File: config.mk
export PLATFORM = sky130hd
export DESIGN_NAME = host_irq_unit
export DESIGN_NICKNAME = d
export VERILOG_FILES = /design/src/rtl/host_irq_unit.sv
export SDC_FILE = /design/constraint.sdc
export NUM_CORES = 1
export LEC_CHECK = 0
export ABC_AREA = 0
export BUFFER_PORTS_ARGS = -buffer_cell sky130_fd_sc_hd__buf_2
export CAP_MARGIN = 0
export CORE_AREA = 2 2 80 82
export CTS_CLUSTER_DIAMETER = 80
export CTS_CLUSTER_SIZE = 25
export DETAILED_ROUTE_END_ITERATION = 6
export DIE_AREA = 0 0 82 84
export PLACE_DENSITY = 0.62
export SETUP_SLACK_MARGIN = 0.15
export SLEW_MARGIN = 20
export SYNTH_ARGS = -nofsm -noshare
export SYNTH_HDL_FRONTEND = slang
export SYNTH_SLANG_ARGS = --single-unit
File: constraint.sdc
create_clock -name clk -period 2.4 [get_ports clk]
set_input_delay 0.36 -clock clk [delete_from_list [all_inputs] [get_ports clk]]
set_output_delay 0.36 -clock clk [all_outputs]
set_load 0.01 [all_outputs]
File: src/rtl/host_irq_unit.sv
module host_irq_unit #(
  parameter logic [7:0] VEC_RESET = 8'h0F
) (
  input  logic       clk,
  input  logic       rst_n,
  input  logic [2:0] h_addr,
  input  logic       h_strobe_n,
  input  logic       h_rnw,
  input  logic [7:0] h_din,
  input  logic       h_ack_n,
  output logic [7:0] h_dout,
  output logic       h_dout_oe,
  output logic       irq_pull_low,
  input  logic       dsp_tx_taken,
  input  logic       dsp_rx_load,
  input  logic [7:0] dsp_rx_data,
  output logic [7:0] tx_byte,
  output logic       cmd_pending,
  output logic [4:0] cmd_code,
  input  logic       cmd_accept
);
  localparam logic [2:0] A_CTRL = 3'd0;
  localparam logic [2:0] A_CMD  = 3'd1;
  localparam logic [2:0] A_STAT = 3'd2;
  localparam logic [2:0] A_VEC  = 3'd3;
  localparam logic [2:0] A_DATA = 3'd6;

  logic       strobe_q, rx_en, tx_en, cmd_q, txe, rxf;
  logic [1:0] mode;
  logic [4:0] cmd_code_q;
  logic [7:0] vec_q, rx_q, tx_q, reg_rd;

  wire access = strobe_q & ~h_strobe_n;
  wire wr     = access & ~h_rnw;
  wire rd     = access & h_rnw;
  wire dma_on = |mode;
  wire req    = ~dma_on & ((txe & tx_en) | (rxf & rx_en));
  wire vec_go = req & ~h_ack_n;

  always_comb begin
    case (h_addr)
      A_CTRL:  reg_rd = {1'b0, mode, 3'b000, tx_en, rx_en};
      A_CMD:   reg_rd = {cmd_q, 2'b00, cmd_code_q};
      A_STAT:  reg_rd = {req, dma_on, 4'b0000, txe, rxf};
      A_VEC:   reg_rd = vec_q;
      A_DATA:  reg_rd = rx_q;
      default: reg_rd = 8'h00;
    endcase
  end

  assign h_dout       = vec_go ? vec_q : reg_rd;
  assign h_dout_oe    = vec_go | (~h_strobe_n & h_rnw);
  assign irq_pull_low = req;
  assign tx_byte      = tx_q;
  assign cmd_pending  = cmd_q;
  assign cmd_code     = cmd_code_q;

  always_ff @(posedge clk or negedge rst_n) begin
    if (!rst_n) begin
      strobe_q   <= 1'b1;
      rx_en      <= 1'b0;
      tx_en      <= 1'b0;
      mode       <= 2'b00;
      cmd_q      <= 1'b0;
      cmd_code_q <= 5'd0;
      vec_q      <= VEC_RESET;
      txe        <= 1'b1;
      rxf        <= 1'b0;
      rx_q       <= 8'h00;
      tx_q       <= 8'h00;
    end else begin
      strobe_q <= h_strobe_n;
      if (wr && h_addr == A_CTRL) begin
        rx_en <= h_din[0];
        tx_en <= h_din[1];
        mode  <= h_din[6:5];
      end
      if (wr && h_addr == A_VEC) vec_q <= h_din;
      if (wr && h_addr == A_CMD) cmd_code_q <= h_din[4:0];
      if (cmd_accept) cmd_q <= 1'b0;
      else if (wr && h_addr == A_CMD && h_din[7]) cmd_q <= 1'b1;
      if (wr && h_addr == A_DATA) begin
        tx_q <= h_din;
        txe  <= 1'b0;
      end else if (dsp_tx_taken) txe <= 1'b1;
      if (dsp_rx_load) begin
        rx_q <= dsp_rx_data;
        rxf  <= 1'b1;
      end else if (rd && h_addr == A_DATA) rxf <= 1'b0;
    end
  end
endmodule

Word-level counts from Yosys, hierarchy flattened
Index checks and enable logic that the tools add are counted.
- register bits after elaboration: 37
- input bits: 27
- output and inout bits: 24
- word-level logic and storage cells: 48
- equal/unequal tests: 4
- multiplexer cells: 8
- bitwise operators: 14
- reductions and logical operators: 11
- operators by type and width (kind ; count):
    case mux 8 bit (5 select lines) ; 1
    AND 1 bit ; 8
    two-way mux 8 bit ; 1
    == test 3 x 2 -> 1 bit (second input constant) ; 2
    logical AND 1 bit ; 6
    two-way mux 1 bit ; 6
    nonzero test 2 bit ; 3
    NOT 1 bit ; 4
    == test 3 x 1 -> 1 bit (second input constant) ; 1
    == test 3 bit (second input constant) ; 1
    zero test 3 bit ; 1
    bitwise OR 1 bit ; 2
    OR reduction 2 bit ; 1

Depth between registers and ports, before layout
- word-level depth: 7
- mapped depth: 6
- mapped depth without buffers: 4

Worst setup path before layout
OpenSTA, ideal clock, no wires.
- kind: register to output
- start: register txe
- end: output h_dout[0]
- arrival time: 1572 ps
- data required time: 2040 ps
- slack: 468 ps
- cell stages (with the launch flop): 6
- buffers on the path: 2
- path through: dfstp_2 -> a22oi_1 -> or4_1 -> clkbuf_1 -> clkbuf_1 -> a21oi_1
- longest elaborated chain between the ends: 5
- RTL lines (what ; line ; source):
    from (decl) ; 28 ; logic strobe_q, rx_en, tx_en, cmd_q, txe, rxf;
    from (signal assigned) ; 67 ; txe <= 1'b1;
    from (signal assigned) ; 84 ; txe <= 1'b0;
    from (signal assigned) ; 85 ; end else if (dsp_tx_taken) txe <= 1'b1;
    AND 1 bit ; 37 ; wire req = ~dma_on & ((txe & tx_en) | (rxf & rx_en));
    bitwise OR 1 bit ; 37 ;
    AND 1 bit ; 37 ;
    AND 1 bit ; 38 ; wire vec_go = req & ~h_ack_n;
    two-way mux 8 bit ; 51 ; assign h_dout = vec_go ? vec_q : reg_rd;
    to (decl) ; 11 ; output logic [7:0] h_dout,
Every way passes these cells.

Final worst setup path
- start: register txe
- end: output h_dout[7]
- longest elaborated chain between the ends: 5
- elaborated cells on any way between the ends: 6
- those cells by class: 2 x mux; 4 x bitwise
- RTL lines (what ; line):
    AND 1 bit (*) ; 37
    bitwise OR 1 bit (*) ; 37
    AND 1 bit (*) ; 37
    case mux 8 bit (5 select lines) or AND 1 bit (tied branches) ; 41, 38
    two-way mux 8 bit (*) ; 51
Every way passes the cells marked *; elsewhere a longest branch is shown, timed or not.

==> flow_metrics.tcl <==
set metrics [dict create \
    synth_top_area_share_pct 44.4 \
    p_leak_uw 0.00104 \
    grt-ovfl-total 0 \
    dieArea_um2 6890 \
    routedWlPerCell_um 15.8 \
    hpwl_mm 3.14 \
    syn2layout_area_growth_pct 24.8 \
    initial_utilization_pct 28.7 \
    ys.flop_type "dfrtp_1" \
    ir_drop_v 0.000287 \
    synth.area.top_cells "dfrtp_1 (44%), mux2_2 (18%), dfstp_2 (9.0%), a21oi_1 (4.0%), mux2_4 (3.4%)" \
    synth.avg_cell_area_um2 12.5 \
    timing.max_cap.violations 0 \
    clk_pin_slew_ns 0.07 \
    period_minus_slack_ns 2.18 \
    finalCritPeriodShare_pct 90.6 \
    r2r_slack_ns 0.33 \
    yosysTopAreaCell "dfrtp_1" \
    synth_edf_count 0 \
    insertion_delay_ns 0.29 \
    antennaDiodeCount 0 \
    synth_commonest_cells "dfrtp_1 (31), mux2_2 (28), a21oi_1 (14), nor2_1 (13), dfstp_2 (6)" \
    gp_congestion 0.831 \
    ys_seq_area_share_pct 53.4 \
    nNetsFinal 221 \
    seqPwrFrac_pct 49.4 \
    core_area_um2 6100 \
    fin_cells 271 \
    fp-row-count 29 \
    grt_pass1_wl_mm 6.83 \
    routed_wl_mm 4.29 \
    cts_tree "done" \
    syn_area_um2 1750 \
    intPower_uw 1160 \
    clockBufferDepth 2 \
    powerDensity_nw_per_um2 741 \
    die_w_um 82 \
    min_path_type "input port to async pin" \
    firstDrtPassIters 4 \
    worst_slew_pin_slew_ns 0.833 \
    grt_pass1_vias 1301 \
    dp.cells 264 \
    fmax_mhz 460 \
    final-hold-violation-count 0 \
    setup_viol 0 \
    dieHeight_um 84 \
    synth.distinct_cells 32 \
    status "complete, no violations" \
    cp-start-kind "register" \
    async_flop_share_pct 100 \
    port_buffers 50 \
    fin_setup_tns_ns 0 \
    slew_violations 0 \
    swShare_pct 28.5 \
    antenna_found_initial 0 \
    drc_errors 0 \
    cts_made_buffers 5 \
    cp.required_ns 2.04 \
    yosysWarnings 0 \
    routed_via_density 4.73 \
    p_sw_uw 460 \
    synth_fp_nets 167 \
    grt_max_degree 38 \
    critPathArrivalTime_ns 1.82 \
    endpoint_kind "primary output" \
    critPathMaxFanout 16 \
    drive_above_1_share_pct 52.1 \
    worstSetupPathType "register to primary output" \
    ant_nets 0 \
    cts-root-buf "clkbuf_8" \
    drtIter0Drc 117 \
    cts.sinks 37 \
    syn_inst 140 \
    track_usage_pct 13.4 \
    io_pins 51 \
    synth-seq-cells 37 \
    combPwrFrac_pct 23.3 \
    via_count 1282 \
    slew_headroom_pct 44.5 \
    rsz0062_at_grt "true" \
    synth_most_common_cell "dfrtp_1" \
    cts_max_level 2 \
    p_clk_share_pct 27.3 \
    skew_ns 0.00430 \
]
[worst max-delay path: stages, from the launching register on]
cell	delay, ns
dfstp_2	0.55
a22oi_1	0.09
or4_4	0.54
nor2_1	0.12
nor3_1	0.07
buf_2	0.15
[flip-flops by register name, summed over array words and instances, names as in the netlist, 2 cells and up]
signal and count:
rx_q 8, mode 2, cmd_code 5, tx_byte 8
vec_q 8
[cells in the final DEF, fill, tap and decap left out, drive strengths merged, types with 2 or more instances in the layout]
cell type,Yosys,layout
nor3b,2,2
nor3,2,2
mux2i,3,3
a22oi,4,4
mux2,32,32
o21ai,4,4
clkbuf,4,7
buf,1,52
nand3,2,2
dfrtp,31,31
mux4,2,2
nand2,2,2
inv,3,3
nor2,13,13
nand2b,2,2
a21oi,14,14
dfstp,6,6
[stage by stage]
| stage | util, % | total power, uW | setup WS (ns) | hold WS [ns] | instance area [um^2] |
|---|---|---|---|---|---|
| global placement | 34.3 | 1180 | 0.115 | 0.483 | 2090 |
| finish | 35.8 | 1620 | 0.225 | 0.175 | 2180 |
| floorplan | - | 1020 | 0.468 | 0.0644 | 1750 |
| global route | 35.8 | 1700 | 0.123 | 0.203 | 2180 |
| detailed placement | 34.3 | 1190 | 0.126 | 0.492 | 2090 |
| CTS | 35.8 | 1630 | 0.227 | 0.200 | 2180 |
[per-layer routing]
metal,share of wire (%),track usage (%)
met5,0,0
met4,1.5,4.85
met3,7.0,4.00
met2,47,20.3
met1,45,17.9
[area by class of cell]
class	count	area, um^2
Sequential cell	37	933
Multi-Input combinational cell	95	788
Tap cell	77	96.3
Timing Repair Buffer	52	265
Fill cell	639	3920
Inverter	3	11.3
Clock buffer	7	86.3
[kinds of logic (layout without fill, tap and decap cells)]
| logic type | count (synthesis) | count (layout) | synth area share (%) |
|---|---|---|---|
| buffers and inverters | 8 | 62 | 1.72 |
| AOI/OAI and AO/OA | 28 | 28 | 9.38 |
| and+or+nand+nor | 30 | 30 | 9.74 |
| muxes | 37 | 37 | 25.8 |
| DFF | 37 | 37 | 53.4 |
[worst paths after layout]
check | end | cells after the start | start
setup / recovery | h_dout[7] | 5 | txe
hold / removal | tx_byte[6] | 1 | rst_n
setup reg to reg | cmd_code[0] | 3 | strobe_q
hold reg to reg | tx_byte[1] | 1 | tx_byte[1]
max in group asynchronous | rx_q[3] | 1 | rst_n
min in group clk | strobe_q | 1 | h_strobe_n
[power groups by stage]
stage | clock (uW) | combinational, uW | sequential, uW
2_1_floorplan | 0 | 212 | 812
3_3_place_gp | 0 | 374 | 805
3_5_place_dp | 0 | 380 | 809
4_1_cts | 452 | 384 | 799
5_1_grt | 473 | 415 | 813
6_report | 442 | 376 | 798
[repair_timing]
| action | CTS | global route |
|---|---|---|
| endpoints found under the hold margin | 0 | 0 |
| setup buffers | 0 | 0 |
| gates resized for setup | 1 | 0 |
| pin swaps | 0 | 0 |
| endpoints found under the setup margin | 9 | 1 |
| hold buffers | 0 | 0 |
(Power assumes the default switching activity.)
